==> config.mk <==
export PLATFORM = sky130hd
export DESIGN_NAME = eeprom_wr_seq
export DESIGN_NICKNAME = d
export VERILOG_FILES = /design/src/rtl/eeprom_wr_pkg.sv /design/src/rtl/ewr_timer.sv /design/src/rtl/ewr_page_win.sv /design/src/rtl/eeprom_wr_seq.sv
export SDC_FILE = /design/constraint.sdc
export NUM_CORES = 1
export LEC_CHECK = 0
export BUFFER_PORTS_ARGS = -buffer_cell sky130_fd_sc_hd__buf_2
export CAP_MARGIN = 20
export CORE_UTILIZATION = 40
export DETAILED_ROUTE_END_ITERATION = 8
export GPL_TIMING_DRIVEN = 0
export PLACE_DENSITY = 0.61
export SLEW_MARGIN = 20
export SYNTH_ARGS = -nofsm -noshare
export SYNTH_HDL_FRONTEND = slang
export SYNTH_SLANG_ARGS = --single-unit
==> constraint.sdc <==
create_clock -name clk -period 2.3 [get_ports clk]
set_input_delay 0.46 -clock clk [delete_from_list [all_inputs] [get_ports clk]]
set_output_delay 0.46 -clock clk [all_outputs]
set_load 0.05 [all_outputs]
==> src/rtl/eeprom_wr_pkg.sv <==
package eeprom_wr_pkg;

  typedef enum logic [2:0] {
    ST_IDLE,
    ST_SETUP,
    ST_STROBE,
    ST_HOLD,
    ST_GAP,
    ST_BUSY
  } wr_state_e;

  function automatic int max2(input int a, input int b);
    return (a > b) ? a : b;
  endfunction

endpackage

==> src/rtl/ewr_timer.sv <==
// Down-counter shared by all timed phases. A load sets the phase length
// minus one; done is high once the count reaches zero.
module ewr_timer #(
  parameter int W = 8
) (
  input  logic         clk,
  input  logic         rst_n,
  input  logic         load,
  input  logic         en,
  input  logic [W-1:0] load_val,
  output logic         done
);

  logic [W-1:0] cnt_q;

  always_ff @(posedge clk or negedge rst_n) begin
    if (!rst_n) begin
      cnt_q <= '0;
    end else if (load) begin
      cnt_q <= load_val;
    end else if (en && (cnt_q != '0)) begin
      cnt_q <= cnt_q - 1'b1;
    end
  end

  assign done = (cnt_q == '0);

endmodule

==> src/rtl/ewr_page_win.sv <==
// Host-side model of the device's retriggerable page window: counts the
// cycles since the last falling write strobe, saturating at the window.
module ewr_page_win #(
  parameter int WIN_CYC = 15000,
  localparam int EW = $clog2(WIN_CYC + 1)
) (
  input  logic          clk,
  input  logic          rst_n,
  input  logic          restart,
  output logic [EW-1:0] elapsed,
  output logic          expired
);

  localparam logic [EW-1:0] WinVal = EW'(WIN_CYC);

  always_ff @(posedge clk or negedge rst_n) begin
    if (!rst_n) begin
      elapsed <= WinVal;
    end else if (restart) begin
      elapsed <= '0;
    end else if (elapsed != WinVal) begin
      elapsed <= elapsed + 1'b1;
    end
  end

  assign expired = (elapsed == WinVal);

endmodule

==> src/rtl/eeprom_wr_seq.sv <==
module eeprom_wr_seq
  import eeprom_wr_pkg::*;
#(
  parameter int ADDR_W    = 17,
  parameter int DATA_W    = 8,
  parameter int PAGE_BITS = 7,
  parameter int SU_CYC    = 1,
  parameter int WP_CYC    = 10,
  parameter int DH_CYC    = 1,
  parameter int WPH_CYC   = 5,
  parameter int WIN_CYC   = 15000,
  parameter int WC_CYC    = 1000000
) (
  input  logic              clk,
  input  logic              rst_n,
  input  logic              in_valid,
  output logic              in_ready,
  input  logic [ADDR_W-1:0] in_addr,
  input  logic [DATA_W-1:0] in_data,
  output logic [ADDR_W-1:0] mem_addr,
  output logic [DATA_W-1:0] mem_dout,
  output logic              mem_drive,
  output logic              mem_cs_n,
  output logic              mem_we_n,
  output logic              mem_oe_n
);

  localparam int HOLD_CYC    = max2(DH_CYC, WPH_CYC);
  localparam int LAST_ACCEPT = WIN_CYC - SU_CYC - 2;
  localparam int MAX_PHASE   = max2(max2(SU_CYC, WP_CYC), max2(HOLD_CYC, WC_CYC));
  localparam int TW          = $clog2(MAX_PHASE + 1);
  localparam int EW          = $clog2(WIN_CYC + 1);

  wr_state_e state_q, state_d;

  logic          tmr_load, tmr_en, tmr_done;
  logic [TW-1:0] tmr_val;
  logic          win_restart, win_expired, win_ok;
  logic [EW-1:0] win_elapsed;
  logic          same_page, accept;

  // Phase timer: one counter serves setup, strobe, hold and the busy wait.
  ewr_timer #(.W(TW)) u_timer (
    .clk      (clk),
    .rst_n    (rst_n),
    .load     (tmr_load),
    .en       (tmr_en),
    .load_val (tmr_val),
    .done     (tmr_done)
  );

  ewr_page_win #(.WIN_CYC(WIN_CYC)) u_win (
    .clk     (clk),
    .rst_n   (rst_n),
    .restart (win_restart),
    .elapsed (win_elapsed),
    .expired (win_expired)
  );

  assign same_page = (in_addr[ADDR_W-1:PAGE_BITS] == mem_addr[ADDR_W-1:PAGE_BITS]);
  assign win_ok    = (win_elapsed <= EW'(LAST_ACCEPT));
  assign accept    = in_valid && in_ready;

  always_comb begin
    state_d  = state_q;
    in_ready = 1'b0;
    unique case (state_q)
      ST_IDLE: begin
        in_ready = 1'b1;
        if (in_valid) state_d = ST_SETUP;
      end
      ST_SETUP:  if (tmr_done) state_d = ST_STROBE;
      ST_STROBE: if (tmr_done) state_d = ST_HOLD;
      ST_HOLD:   if (tmr_done) state_d = ST_GAP;
      ST_GAP: begin
        in_ready = win_ok && (!in_valid || same_page);
        if (in_valid && in_ready)      state_d = ST_SETUP;
        else if (in_valid || !win_ok)  state_d = ST_BUSY;
      end
      ST_BUSY:   if (tmr_done && win_expired) state_d = ST_IDLE;
      default:   state_d = ST_IDLE;
    endcase
  end

  always_comb begin
    tmr_load = (state_d != state_q) && (state_d != ST_IDLE) && (state_d != ST_GAP);
    tmr_en   = (state_q != ST_BUSY) || win_expired;
    unique case (state_d)
      ST_SETUP:  tmr_val = TW'(SU_CYC - 1);
      ST_STROBE: tmr_val = TW'(WP_CYC - 1);
      ST_HOLD:   tmr_val = TW'(HOLD_CYC - 1);
      ST_BUSY:   tmr_val = TW'(WC_CYC - 1);
      default:   tmr_val = '0;
    endcase
  end

  assign win_restart = (state_d == ST_STROBE) && (state_q != ST_STROBE);

  always_ff @(posedge clk or negedge rst_n) begin
    if (!rst_n) begin
      state_q   <= ST_IDLE;
      mem_cs_n  <= 1'b1;
      mem_we_n  <= 1'b1;
      mem_drive <= 1'b0;
      mem_addr  <= '0;
      mem_dout  <= '0;
    end else begin
      state_q   <= state_d;
      mem_cs_n  <= (state_d == ST_IDLE) || (state_d == ST_BUSY);
      mem_we_n  <= (state_d != ST_STROBE);
      mem_drive <= (state_d != ST_IDLE) && (state_d != ST_BUSY);
      if (accept) begin
        mem_addr <= in_addr;
        mem_dout <= in_data;
      end
    end
  end

  assign mem_oe_n = 1'b1;

  AST_WE_NEEDS_CS: assert property (@(posedge clk) disable iff (!rst_n)
    !mem_we_n |-> !mem_cs_n);

  AST_BUS_STABLE: assert property (@(posedge clk) disable iff (!rst_n)
    (!mem_we_n && $past(!mem_we_n)) |-> ($stable(mem_addr) && $stable(mem_dout)));

  AST_PAGE_KEPT: assert property (@(posedge clk) disable iff (!rst_n)
    (in_valid && in_ready && !mem_cs_n) |->
      (in_addr[ADDR_W-1:PAGE_BITS] == mem_addr[ADDR_W-1:PAGE_BITS]));

  AST_BUSY_NO_READY: assert property (@(posedge clk) disable iff (!rst_n)
    $rose(mem_cs_n) |-> !in_ready);

  AST_HS_STARTS_CYCLE: assert property (@(posedge clk) disable iff (!rst_n)
    (in_valid && in_ready) |=> (!mem_cs_n && mem_we_n && mem_drive));

endmodule

==> Word level (Yosys, flattened, before mapping) <==
Index checks and enable logic that the tools add are counted.
{ "op_classes": {"addsub": 2, "n_lt_le_gt_ge": 1, "eq_ne": 17, "muxes": 14, "n_reduce_logical": 22} }
{ "ops": {"columns": ["operator", "count"], "rows": [
  ["20-bit case mux with 3 select lines", 1],
  ["20-bit 2-to-1 mux", 2],
  ["14-bit 2-to-1 mux", 2],
  ["3-bit 2-to-1 mux", 7],
  ["20-bit logical NOT", 1],
  ["20-bit nonzero test", 1],
  ["20-bit by 1-bit subtractor with 20-bit output (second input constant)", 1],
  ["3-bit case mux with 6 select lines", 1],
  ["14-bit by 1-bit adder with 14-bit output (second input constant)", 1],
  ["14-bit == test (second input constant)", 1],
  ["14-bit less-or-equal comparator (second input constant)", 1],
  ["14-bit inequality test (second input constant)", 1],
  ["3-bit by 2-bit == test with 1-bit output (second input constant)", 4],
  ["10-bit == test", 1],
  ["3-bit == test (second input constant)", 3],
  ["1-bit logical AND", 9],
  ["3-bit inequality test (second input constant)", 3],
  ["3-bit logical NOT", 2],
  ["3-bit by 2-bit inequality test with 1-bit output (second input constant)", 2],
  ["1-bit logical OR", 4],
  ["2-bit nonzero test", 2],
  ["3-bit by 1-bit == test with 1-bit output (second input constant)", 1],
  ["3-bit inequality test", 1],
  ["3-bit nonzero test", 1],
  ["other kinds (2)", 3]
]} }
{ "totals": {"regBits": 65, "in_bits": 28, "out_inout_bits": 30, "wordCells": 64} }

==> Logic depth before layout (Yosys ltp) <==
Gate-level depths: netlist (run 1).
{ "logic_depth": {"ltp_word": 10, "mapped_depth": 11, "ltp_nobuf": 9} }

==> Modules after synthesis <==
Synthesis (run 1) repeated with hierarchy kept, for this count alone.
{ "unflattened": {"cells_unflattened": 508, "area_unflattened_um2": 4406.7} }
{ "by_module_without_submodules": {"columns": ["module", "instances", "cells_per_inst", "area_per_inst_um2", "seq_area_each_um2"], "rows": [
  ["eeprom_wr_seq", 1, 258, 2183.3, 778.2],
  ["ewr_timer", 1, 165, 1411.4, 500.5],
  ["ewr_page_win", 1, 85, 812.0, 359.1]
]} }

==> Worst setup path before layout (run 1) <==
No wires, ideal clock.
{ "synth_timing": {"kind": "register to register", "start": "register u_win.elapsed[5]", "end": "register mem_addr[0]", "setup_ns": 0.125, "arrival_time_ns": 2.763, "t_required_ns": 2.175, "slack_ns": -0.588, "path_stages_with_launch": 9, "path_buffers": 1, "synth_period_minus_slack_ns": 2.888, "path_cell_list": "dfrtp_1 -> or4_4 -> nor4_1 -> nor4b_1 -> a21o_1 -> a211oi_4 -> nand2_4 -> buf_6 -> mux2_4"} }
{ "synth_between": {"elab_chain_len": 4} }
{ "synth_lines": {"columns": ["element", "line_no", "rtl"], "rows": [
  ["from (decl)", "ewr_page_win.sv:10", "output logic [EW-1:0] elapsed,"],
  ["from (signal assigned)", "ewr_page_win.sv:18", "elapsed <= WinVal;"],
  ["from (signal assigned)", "ewr_page_win.sv:22", "elapsed <= elapsed + 1'b1;"],
  ["14-bit less-or-equal comparator", "eeprom_wr_seq.sv:61", "assign win_ok = (win_elapsed <= EW'(LAST_ACCEPT));"],
  ["1-bit logical AND", "eeprom_wr_seq.sv:76", "in_ready = win_ok && (!in_valid || same_page);"],
  ["1-bit case mux with 2 select lines", "eeprom_wr_seq.sv:67", "unique case (state_q)"],
  ["via in_ready", "eeprom_wr_seq.sv:17", "output logic in_ready,"],
  ["1-bit logical AND", "eeprom_wr_seq.sv:62", "assign accept = in_valid && in_ready;"],
  ["to (signal assigned)", "eeprom_wr_seq.sv:113", "mem_addr <= in_addr;"],
  ["to (decl)", "eeprom_wr_seq.sv:20", "output logic [ADDR_W-1:0] mem_addr,"]
]} }
The timed path passes the listed nets, and every way through them passes these cells.
A chain may end at the register's enable or synchronous reset.

==> Worst setup path in the final report (run 1) <==
{ "layout_timing": {"start": "register u_win.elapsed[8]", "end": "output port in_ready"} }
{ "layout_between": {"elab_chain_len": 3} }
{ "layout_lines": {"columns": ["element", "line_no"], "rows": [
  ["14-bit less-or-equal comparator", "eeprom_wr_seq.sv:61"],
  ["1-bit logical AND", "eeprom_wr_seq.sv:76"],
  ["1-bit case mux with 2 select lines", "eeprom_wr_seq.sv:67"],
  ["to (decl)", "eeprom_wr_seq.sv:17"]
]} }
Every way passes these cells.

==> impl_metrics.json, run 1 <==
{
  "cp_data_arrival_time_ns": 2.27,
  "cts_tree": "built",
  "routed_via_density": 5.270,
  "clk_latency_ns": 0.35,
  "fmax_ghz": 0.3668,
  "hp-class": "in -> reg",
  "dp_hpwl_microns": 4944,
  "globalRouteOverflowTotal": 0,
  "crit_type": "reg -> out",
  "die_area_sq_mm": 0.008986,
  "layout_setup_ws_ns": -0.4260,
  "yosysWarnings": 0,
  "core_area_sq_mm": 0.008258,
  "die_h_microns": 94.80,
  "cellLeakagePower_nw": 2.242,
  "netlist_instances": 321,
  "ant_nets": 0,
  "p_clk_share_pct": 41.1,
  "power.switching_mw": 0.6946,
  "ff_latch_area_sq_mm": 0.001642,
  "clk_pin_slew_ns": 0.08,
  "drt_iter0_drc": 122,
  "cts_buffers": 9,
  "pwr-share-seq_pct": 48.6,
  "chipWidth_microns": 94.80,
  "drc": 0,
  "r2r_cells": 11,
  "grt_max_degree": 55,
  "violations": "setup timing",
  "clkSinkCount": 65,
  "r2r-end": "u_timer.cnt_q[9]$_DFFE_PN0P_",
  "cp-start-kind": "flip-flop",
  "synth_xor_area_share_pct": 9.154,
  "post-route-util_pct": 58.85,
  "synth_cell_type_count": 55,
  "ir_drop_v": 0.0003655,
  "cp-endpoint": "in_ready",
  "power_frac_comb_pct": 10.3,
  "cts_buffer_depth": 2,
  "finalPower_mw": 2.471,
  "period_minus_slack_ns": 2.726,
  "avgSynthCellArea_sq_um": 10.73,
  "intPower_mw": 1.776,
  "max-cap-violations": 0,
  "rsz0062_at_grt": "true",
  "ys_ff_latch": 65,
  "vias": 2809,
  "power_density_mw_per_mm2": 508.5,
  "outcome": "finished, violations left",
  "start_util_pct": 41.71,
  "yosysTopAreaCell": "dfrtp_1",
  "place_congestion": 0.7780,
  "num_rows": 33,
  "synthAdderAreaFrac_pct": 1.816,
  "synth_area_leaders": "dfrtp_1 41%, mux2_4 8.7%, dfstp_2 6.9%, xor2_1 6.1%, nor2_1 3.9%",
  "grt_pass1_wl_microns": 13700,
  "grt_usage_pct": 19.93,
  "hold_violations": 0,
  "tightest_slew_ns": 0.7791,
  "reg2reg_slack_ns": -0.33,
  "grt_pass1_vias": 2818,
  "wl_per_cell_microns": 15.67,
  "yosys_most_used_dff": "dfrtp_1",
  "detail_route.wirelength_microns": 8350,
  "num_antenna_cells": 0,
  "fin_worst_skew_ns": 0.01179,
  "synthSimpleGateAreaFrac_pct": 19.00,
  "synthArstFlopShare_pct": 100.0,
  "finalMaxSlewViolations": 0,
  "io_buffers": 56,
  "worst-path-max-fanout": 5,
  "cts_root_buf": "clkbuf_8",
  "startpoint": "u_win.elapsed[8]$_DFFE_PN0P_",
  "synth-edff-count": 0,
  "ios": 58,
  "max-slew-margin-rel_pct": 47.62,
  "crit_path_end_kind": "primary output",
  "synth_top_family_by_area": "simple AND/OR/NAND/NOR gates",
  "nNetsFinal": 456,
  "place_ws_ns": -0.4852,
  "syn-num-nets": 354,
  "synth_compound_area_share_pct": 8.681,
  "n_fill_cell": 703,
  "multi_input_area_sq_mm": 0.002105,
  "required_ns": 1.84,
  "fin_crit_sh_pct": 118.5,
  "setup_viol": 65,
  "syn_area_sq_mm": 0.003445,
  "dr.pass1.iters": 4,
  "switching_share_pct": 28.11,
  "antenna_found_initial": 0,
  "ys_seq_area_share_pct": 47.55,
  "whs_ns": 0.3335,
  "synth_top_area_share_pct": 40.68,
  "yosys-mux-area-fraction_pct": 10.64,
  "r2r-start": "u_timer.cnt_q[0]$_DFFE_PN0P_",
  "h-tree-depth": 3,
  "area_growth_pct": 41.08,
  "drive_gt1_share_pct": 52.80
}
## per-layer routing
metal  up-vias  global-route usage (%)  routed length, microns
met5         -                       0                       0
met4         0                   6.944                     143
met3        12                   6.441                     374
met2        71                   33.27                    4134
met1      1400                   24.06                    3697
li1       1326                       -                       -
## worst max-delay path, stage by stage (launching register included)
cell	delay [ns]
dfrtp_2	0.44
or4_4	0.54
nor3_2	0.20
nor4b_4	0.09
a21o_1	0.19
a211oi_4	0.26
buf_6	0.19
## cell usage after synthesis, drive strengths merged (2+ instances only)
library cell   n
dfrtp         56
nor2          36
mux2          25
xor2          24
nand2         23
nand3         18
o21ai         13
xnor2         12
a21oi         11
nor3          11
nor4          11
dfstp          9
inv            9
buf            7
clkbuf         6
ha             5
nand4          4
a22oi          3
nand2b         3
nor2b          3
or4            3
a211oi         2
a21boi         2
a31o           2
a31oi          2
and3           2
nor3b          2
or3            2
## cells by family after synthesis
| family | after synthesis |
|---|---|
| XOR/XNOR | 36 |
| flip-flops | 65 |
| adder cells (fa/ha/maj) | 5 |
| AO/OA/AOI/OAI | 43 |
| AND/OR/NAND/NOR | 123 |
| buffers and inverters | 22 |
| multiplexers | 26 |
| other | 1 |
## layout make-up
class / instances / share of cell area, %
flip-flops and latches: 65 / 33.78
inverters: 9 / 0.6952
clock buffers: 9 / 2.549
clock inverters: 7 / 1.596
repair buffers: 92 / 13.03
well taps: 105 / 2.703
multi-input cells: 235 / 43.31
plain buffers: 11 / 2.343
## power by group through the flow
stage | clock (mW) | sequential (mW) | combinational (mW)
floorplan | 0 | 1.30 | 0.0694
CTS | 1.04 | 1.20 | 0.249
global placement | 0 | 1.22 | 0.230
detailed placement | 0 | 1.22 | 0.239
global route | 1.09 | 1.21 | 0.273
finish | 1.01 | 1.20 | 0.255
## cell usage in the layout, fill, tap and decap left out, types with 3 or more instances in the layout
cell type | synthesis | routed
a21oi_1 | 11 | 5
a21oi_2 | 0 | 4
buf_2 | 3 | 54
buf_4 | 1 | 27
buf_6 | 2 | 9
buf_8 | 0 | 3
clkbuf_8 | 0 | 11
dfrtp_1 | 56 | 53
dfrtp_2 | 0 | 3
dfstp_2 | 9 | 9
ha_1 | 5 | 4
inv_1 | 9 | 9
mux2_2 | 5 | 5
mux2_4 | 20 | 20
nand2_1 | 22 | 16
nand2_2 | 0 | 3
nand2_4 | 1 | 3
nand3_1 | 18 | 13
nand3_2 | 0 | 5
nand4_1 | 4 | 4
nor2_1 | 36 | 20
nor2_2 | 0 | 12
nor2_4 | 0 | 4
nor2b_1 | 3 | 3
nor3_1 | 11 | 7
nor3_2 | 0 | 4
nor4_1 | 8 | 4
nor4_4 | 2 | 6
o21ai_0 | 12 | 5
o21ai_1 | 0 | 3
o21ai_2 | 0 | 4
xnor2_1 | 12 | 11
xor2_1 | 24 | 24
## worst min-delay path by stage
stage,start,cells after the start,slack (ns),to
after floorplan,rst_n,0,0.16,mem_addr[0]$_DFFE_PN0P_
after global placement,mem_dout[1]$_DFFE_PN0P_,1,0.48,mem_dout[1]$_DFFE_PN0P_
after detailed placement,rst_n,1,0.32,u_timer.cnt_q[5]$_DFFE_PN0P_
after CTS,in_addr[1],2,0.32,mem_addr[1]$_DFFE_PN0P_
after global routing,in_addr[4],2,0.31,mem_addr[4]$_DFFE_PN0P_
final,in_addr[4],2,0.33,mem_addr[4]$_DFFE_PN0P_
## state kept, by name, indices dropped and copies added, names as in the netlist
register	count
u_win.elapsed	14
mem_addr	17
u_timer.cnt_q	20
mem_cs_n	1
mem_drive	1
state_q	3
mem_we_n	1
mem_dout	8
## metrics by stage
stage	std cells	area [sq um]	setup TNS [ns]
CTS	525	4587	-12.98
floorplan	321	3557	-12.56
finish	533	4860	-14.67
detailed placement	483	3999	-17.02
global placement	482	3969	-15.96
global route	533	4860	-19.52
## what timing repair did
| item | 4_1_cts | 5_1_grt |
|---|---|---|
| hold buffers | 1 | 0 |
| setup endpoints to repair | 60 | 66 |
| gates resized for setup | 46 | 44 |
| setup buffers | 24 | 8 |
| hold endpoints to repair | 11 | 0 |
| gates cloned | 3 | 1 |
| pin swaps | 18 | 25 |
Note: power is estimated with default switching activity, not from simulation.
==> run 2: changes to the inputs <==
--- a/config.mk
+++ b/config.mk
@@ -5,6 +5,7 @@
 export SDC_FILE = /design/constraint.sdc
 export NUM_CORES = 1
 export LEC_CHECK = 0
+export ABC_AREA = 1
 export BUFFER_PORTS_ARGS = -buffer_cell sky130_fd_sc_hd__buf_2
 export CAP_MARGIN = 20
 export CORE_UTILIZATION = 40
==> run 2 against run 1 <==
- register-to-register slack improved by 0.42 ns
- worst setup slack improved by 0.44 ns
- the run ends with DRC left
- highest routed layer unchanged
- routed wire length fell by 1.5%
- synthesized cell count rose by 41%
- critical path type unchanged
- global-route usage fell by 1.9 points
- worst hold slack improved by 0.016 ns
- flip-flop and latch count did not move
- die area rose by 6.2%
==> impl_metrics.json, run 2 <==
{
  "syn_area_sq_mm": 0.003661,
  "antenna_found_initial": 0,
  "final_cells": 661,
  "required_ns": 1.84,
  "top_regs": "u_timer.cnt_q: 20 flops, mem_addr: 17 flops, u_win.elapsed: 14 flops",
  "area_growth_pct": 28.47,
  "synth_top_area_share_pct": 38.28,
  "core_area_sq_mm": 0.008806,
  "rsz0062_at_grt": "true",
  "ys_ff_latch": 65,
  "avgSynthCellArea_sq_um": 8.082,
  "hp-class": "in -> reg",
  "grt_max_degree": 50,
  "regMostFlops": "u_timer.cnt_q",
  "grt_usage_pct": 18.05,
  "synth_commonest_cells": "117 x nand2_1, 56 x dfrtp_1, 52 x inv_1",
  "place_inst": 618,
  "fmax_ghz": 0.4365,
  "synth_area_leaders": "dfrtp_1 38%, nand2_1 12%, dfstp_2 6.5%, mux2_2 5.5%, inv_1 5.3%",
  "die_area_sq_mm": 0.009539,
  "fin_worst_skew_ns": 0.01349,
  "postPlaceCellArea_sq_mm": 0.004110,
  "ir_drop_v": 0.0002785,
  "drive_gt1_share_pct": 33.27,
  "post-route-util_pct": 53.41,
  "cts_root_buf": "clkbuf_8",
  "place_congestion": 0.8231,
  "worst-path-max-fanout": 3,
  "synth_cell_type_count": 38,
  "stdcell_area_sq_mm": 0.004703,
  "violations": "DRC",
  "cts_buffers": 9,
  "syn-num-nets": 486,
  "h-tree-depth": 3,
  "whs_ns": 0.3494,
  "clkSinkCount": 65,
  "vias": 3246,
  "n_fill_cell": 795,
  "period_minus_slack_ns": 2.291,
  "wl_per_cell_microns": 12.44,
  "yosysTopAreaCell": "dfrtp_1",
  "largest_reg_flops": 20,
  "synthArstFlopShare_pct": 100.0,
  "ys_seq_area_share_pct": 44.74,
  "clk_pin_slew_ns": 0.08,
  "globalRouteOverflowTotal": 0,
  "power_density_mw_per_mm2": 489.6,
  "num_antenna_cells": 0,
  "detail_route.wirelength_microns": 8222,
  "synth-edff-count": 0,
  "cts_tree": "built",
  "dr.pass1.iters": 7,
  "layout_commonest_cell": "nand2_1",
  "crit_path_end_kind": "primary output",
  "yosysMostFrequentCell": "nand2_1",
  "final_cell_mix": "108 x nand2_1, 55 x buf_2, 53 x dfrtp_1",
  "grt_pass1_wl_microns": 13950,
  "netlist_instances": 453,
  "clk_latency_ns": 0.34,
  "setup_viol": 0,
  "critPathMostFrequentCell": "nand2_2",
  "yosysWarnings": 0,
  "cellLeakagePower_nw": 2.401,
  "crit_type": "reg -> out",
  "outcome": "finished, violations left",
  "start_util_pct": 41.57,
  "ios": 58,
  "drc": 2,
  "slowest_stage": "dfstp_2",
  "grt_pass1_vias": 3216,
  "nNetsFinal": 581,
  "worst_path_largest_cell_delay_ns": 0.55,
  "cp-start-kind": "flip-flop",
  "max-cap-violations": 0,
  "crit_chain": "inv_2, nor2_2, nand2_1, nand3b_1, nand2_2, nand2_2, a21boi_2, buf_6",
  "finalMaxSlewViolations": 0,
  "fin_crit_sh_pct": 99.60,
  "cts_buffer_depth": 2,
  "hold_violations": 0,
  "routed_via_density": 4.911,
  "io_buffers": 56,
  "dp_hpwl_microns": 5531,
  "yosys_most_used_dff": "dfrtp_1",
  "die_h_microns": 97.67,
  "cp_data_arrival_time_ns": 1.83,
  "drt_iter0_drc": 168,
  "chipWidth_microns": 97.67,
  "ant_nets": 0,
  "num_rows": 34,
  "fin_setup_tns_ns": 0
}
-- run 2: per-layer routing --
metal / global-route usage, % / share of wire, % / vias up
li1: - / - / 1636
met1: 23.16 / 46 / 1520
met5: 0 / 0 / -
met4: 5.711 / 1.5 / 0
met2: 29.90 / 47 / 80
met3: 4.460 / 5.1 / 10
-- run 2: worst max-delay path, delay by kind of cell, from the launching register on --
kind            cells  cell delay [ns]
flops               1             0.55
buf+inv             2             0.22
compound gates      1             0.15
simple gates        5             0.57
-- run 2: path summary, 6_finish.rpt --
check / from / endpoint / slack [ns] / depth (start not counted)
max: u_win.elapsed[7]$_DFFE_PN1P_ / in_ready / 0.009 / 8
min in group asynchronous: rst_n / mem_addr[9]$_DFFE_PN0P_ / 0.54 / 2
min: in_data[5] / mem_dout[5]$_DFFE_PN0P_ / 0.35 / 2
min reg2reg: mem_dout[2]$_DFFE_PN0P_ / mem_dout[2]$_DFFE_PN0P_ / 0.50 / 1
max reg2reg: u_win.elapsed[7]$_DFFE_PN1P_ / u_timer.cnt_q[3]$_DFFE_PN0P_ / 0.09 / 20
max in group asynchronous: rst_n / mem_we_n$_DFF_PN1_ / 1.18 / 3
-- run 2: layout make-up --
type / instances / area (sq um) / share of cell area [%]
Multi-Input combinational cell: 325 / 1909 / 40.60
Sequential cell: 65 / 1642 / 34.90
Timing Repair Buffer: 85 / 533.0 / 11.33
Inverter: 54 / 205.2 / 4.363
Clock buffer: 11 / 141.4 / 3.006
Tap cell: 108 / 135.1 / 2.873
Clock inverter: 5 / 78.83 / 1.676
Buffer: 8 / 58.81 / 1.250
-- run 2: logic make-up after synthesis --
| family | Yosys count | share of synthesized area (%) |
|---|---|---|
| AOI/OAI and AO/OA | 44 | 6.562 |
| xor gates and xnor gates | 21 | 5.024 |
| adders and majority gates | 5 | 1.709 |
| buffers and inverters | 63 | 6.972 |
| DFF | 65 | 44.74 |
| muxes | 18 | 5.536 |
| other | 1 | 0.1024 |
| and+or+nand+nor | 236 | 29.36 |
-- run 2: metrics by stage --
step,power (mW),setup slack [ns]
6_report,2.303,0.009135
3_3_place_gp,1.232,-0.3582
3_5_place_dp,1.240,-0.3473
4_1_cts,2.332,0.003432
5_1_grt,2.388,-0.09451
2_1_floorplan,1.183,0.1105
-- run 2: power breakdown --
part           internal [mW]  switching, mW  total [mW]
combinational         0.0300         0.0449      0.0748
clock                  0.639          0.446        1.08
sequential              1.14              0        1.14
total                   1.81          0.491        2.30
-- run 2: timing repair --
action	CTS	global route
pin swaps	7	16
hold endpoints to repair	16	0
hold buffers	1	0
endpoints found under the setup margin	25	42
setup buffers	13	14
gates resized for setup	18	35
==> run 3: changes to the inputs <==
--- a/config.mk
+++ b/config.mk
@@ -9,10 +9,12 @@
 export BUFFER_PORTS_ARGS = -buffer_cell sky130_fd_sc_hd__buf_2
 export CAP_MARGIN = 20
 export CORE_UTILIZATION = 40
+export CTS_BUF_LIST = sky130_fd_sc_hd__clkbuf_4
 export DETAILED_ROUTE_END_ITERATION = 8
 export GPL_TIMING_DRIVEN = 0
-export PLACE_DENSITY = 0.61
+export PLACE_DENSITY = 0.6
 export SLEW_MARGIN = 20
 export SYNTH_ARGS = -nofsm -noshare
 export SYNTH_HDL_FRONTEND = slang
+export SYNTH_HIERARCHICAL = 1
 export SYNTH_SLANG_ARGS = --single-unit
==> run 3 against run 2 <==
- the flow finishes with violations (setup timing)
- first-iteration DRC count grew 110%
- die area grew 15%
- via count up 29%
- final area increased by 19%
- area after synthesis up 15%
- flip-flop and latch count unchanged
- critical endpoint is now u_timer/cnt_q[4]$_DFFE_PN0P_
==> impl_metrics.json, run 3 <==
{
  "outcome": "finished, violations left",
  "violations": "setup timing",
  "avgSynthCellArea_sq_um": 7.034,
  "crit_buf_inv": 5,
  "yosys_most_used_dff": "dfrtp_1",
  "postPlaceCellArea_sq_mm": 0.004777,
  "slowest_stage": "dfrtp_1",
  "grt_max_degree": 34,
  "power_density_mw_per_mm2": 428.5,
  "ys_seq_area_share_pct": 38.81,
  "synthArstFlopShare_pct": 100.0,
  "area_growth_pct": 32.58,
  "stdcell_area_sq_mm": 0.005595,
  "io_buffers": 56,
  "clkSinkCount": 65,
  "die_h_microns": 104.7,
  "crit_chain": "inv_4, ha_4, nand2_4, nor2_4, nand3_2, nor4_4, inv_2, o311ai_4, inv_2, nand2_2, nand2_2, a21boi_4, clkinv_4, clkbuf_16, a31oi_4, nand2_1, nand2_1",
  "n_fill_cell": 981,
  "hold_violations": 0,
  "crit_type": "reg -> reg",
  "layout_setup_ws_ns": -0.4623,
  "nNetsFinal": 742,
  "period_minus_slack_ns": 2.762,
  "grt_pass1_wl_microns": 18890,
  "ir_drop_v": 0.0002153,
  "h-tree-depth": 3,
  "vias": 4202,
  "dr.pass1.iters": 5,
  "num_antenna_cells": 0,
  "setup_viol": 30,
  "drive_gt1_share_pct": 33.01,
  "grt_pass1_vias": 4047,
  "path_depth": 17,
  "max-cap-violations": 0,
  "core_area_sq_mm": 0.01028,
  "syn_area_sq_mm": 0.004220,
  "finalMaxSlewViolations": 0,
  "yosysMostFrequentCell": "nand2_1",
  "yosysTopAreaCell": "dfrtp_1",
  "netlist_instances": 600,
  "hold_path.startpoint": "in_data[1]",
  "regMostFlops": "u_timer/cnt_q",
  "top_regs": "u_timer/cnt_q: 20 flops, mem_addr: 17 flops, u_win/elapsed: 14 flops",
  "whs_path_depth": 3,
  "layout_commonest_cell": "nand2_1",
  "worst_path_largest_cell_delay_ns": 0.43,
  "ys_ff_latch": 65,
  "synth_commonest_cells": "193 x nand2_1, 72 x nand3_1, 71 x nor2_1",
  "grt_usage_pct": 21.59,
  "drt_iter0_drc": 357,
  "fin_crit_sh_pct": 120.1,
  "die_area_sq_mm": 0.01097,
  "dp_hpwl_microns": 7559,
  "cts_buffer_depth": 2,
  "globalRouteOverflowTotal": 0,
  "fin_worst_skew_ns": 0.01363,
  "cts_root_buf": "clkbuf_4",
  "finalPower_mw": 2.398,
  "synth_area_leaders": "dfrtp_1 33%, nand2_1 17%, nand3_1 8.5%, nor2_1 6.3%, inv_1 5.7%",
  "wl_per_cell_microns": 13.23,
  "drc": 0,
  "reg2reg_slack_ns": -0.46,
  "ios": 58,
  "cp_data_arrival_time_ns": 3.12,
  "synth-edff-count": 0,
  "fmax_ghz": 0.3620,
  "rsz0062_at_grt": "true",
  "r2r_cells": 17,
  "largest_reg_flops": 20,
  "cp-start-kind": "flip-flop",
  "antenna_found_initial": 0,
  "tightest_slew_ns": 0.5338,
  "routed_via_density": 4.938,
  "cts_buffers": 9,
  "clk_pin_slew_ns": 0.11,
  "num_rows": 37,
  "start_util_pct": 41.06,
  "yosysWarnings": 6,
  "final_cell_mix": "181 x nand2_1, 65 x nor2_1, 62 x nand3_1",
  "cellLeakagePower_nw": 2.970,
  "clk_latency_ns": 0.41,
  "crit_path_end_kind": "flip-flop",
  "cts_tree": "built",
  "place_congestion": 0.8891,
  "post-route-util_pct": 54.44,
  "place_ws_ns": -0.8081,
  "chipWidth_microns": 104.7,
  "r2r-end": "u_timer/cnt_q[4]$_DFFE_PN0P_",
  "whs_endpoint": "mem_dout[1]$_DFFE_PN0P_",
  "whs_ns": 0.2749,
  "critical_path.top_delay_family": "simple AND/OR/NAND/NOR gates",
  "synth_cell_type_count": 33,
  "worst-path-max-fanout": 7,
  "required_ns": 2.66,
  "max-slew-margin-rel_pct": 64.09,
  "detail_route.wirelength_microns": 11260,
  "ant_nets": 0,
  "hp-class": "in -> reg",
  "r2r-start": "u_timer/cnt_q[0]$_DFFE_PN0P_",
  "synth_top_area_share_pct": 33.20
}
-- run 3: how the worst max path moves through the flow --
| stage | startpoint | end |
|---|---|---|
| final | u_timer/cnt_q[0]$_DFFE_PN0P_ | u_timer/cnt_q[4]$_DFFE_PN0P_ |
| after global routing | u_timer/cnt_q[1]$_DFFE_PN0P_ | u_timer/cnt_q[4]$_DFFE_PN0P_ |
| after CTS | u_timer/cnt_q[0]$_DFFE_PN0P_ | u_timer/cnt_q[4]$_DFFE_PN0P_ |
| after detailed placement | u_timer/cnt_q[0]$_DFFE_PN0P_ | u_timer/cnt_q[19]$_DFFE_PN0P_ |
| after global placement | u_timer/cnt_q[0]$_DFFE_PN0P_ | u_timer/cnt_q[17]$_DFFE_PN0P_ |
| after floorplan | u_timer/cnt_q[0]$_DFFE_PN0P_ | u_timer/cnt_q[1]$_DFFE_PN0P_ |
-- run 3: power by group --
group	total, mW	internal, mW	switching (mW)
Combinational	0.224	0.0601	0.164
Sequential	1.18	1.17	0.0155
Clock	0.993	0.557	0.436
Total	2.40	1.78	0.615
-- run 3: metrics by stage --
step	cells	setup TNS (ns)
after CTS	845	-5.950
final	851	-9.625
after global placement	799	-16.33
after global routing	851	-15.45
after floorplan	607	-3.837
after detailed placement	800	-20.10
-- run 3: cell families (layout without fill, tap and decap cells) --
| kind of cell | after synthesis | in the layout | synth area share [%] |
|---|---|---|---|
| AOI/OAI and AO/OA | 33 | 33 | 4.685 |
| xor gates and xnor gates | 16 | 16 | 3.320 |
| adders and majority gates | 4 | 4 | 1.186 |
| buffers and inverters | 82 | 190 | 8.449 |
| DFF | 65 | 65 | 38.81 |
| other | 2 | 9 | 0.1779 |
| and+or+nand+nor | 398 | 398 | 43.37 |
-- run 3: worst register-to-register path, cell delays in order (launching register included) --
cell	delay [ns]
dfrtp_1	0.43
inv_4	0.08
ha_4	0.15
nand2_4	0.06
nor2_4	0.09
nand3_2	0.09
nor4_4	0.26
inv_2	0.13
o311ai_4	0.25
inv_2	0.10
nand2_2	0.10
nand2_2	0.07
a21boi_4	0.24
clkinv_4	0.15
clkbuf_16	0.20
a31oi_4	0.17
nand2_1	0.08
nand2_1	0.07
-- run 3: final cells by class --
cell class	count	area [sq um]	share of cell area, %
Multi-Input combinational cell	460	2539	45.37
Sequential cell	65	1639	29.29
Timing Repair Buffer	93	665.6	11.90
Inverter	67	265.3	4.741
Tap cell	136	170.2	3.041
Buffer	14	135.1	2.415
Clock inverter	6	106.4	1.901
Clock buffer	10	75.07	1.342
-- run 3: timing repair --
item / in CTS / in global routing
buffers inserted: 25 / 8
resized for setup: 46 / 36
pin swaps: 12 / 11
endpoints found under the setup margin: 38 / 36
endpoints found under the hold margin: 24 / 0
hold buffers: 1 / 0
cloned: 3 / 0
-- run 3: routing by layer --
layer  wire [microns]  GRT usage, %  vias to the layer above
met5                0             0                        -
met3              570         4.803                        8
met4               87         7.344                        0
met1             5419         28.62                     1969
li1                 -             -                     2104
met2             5183         34.77                      121
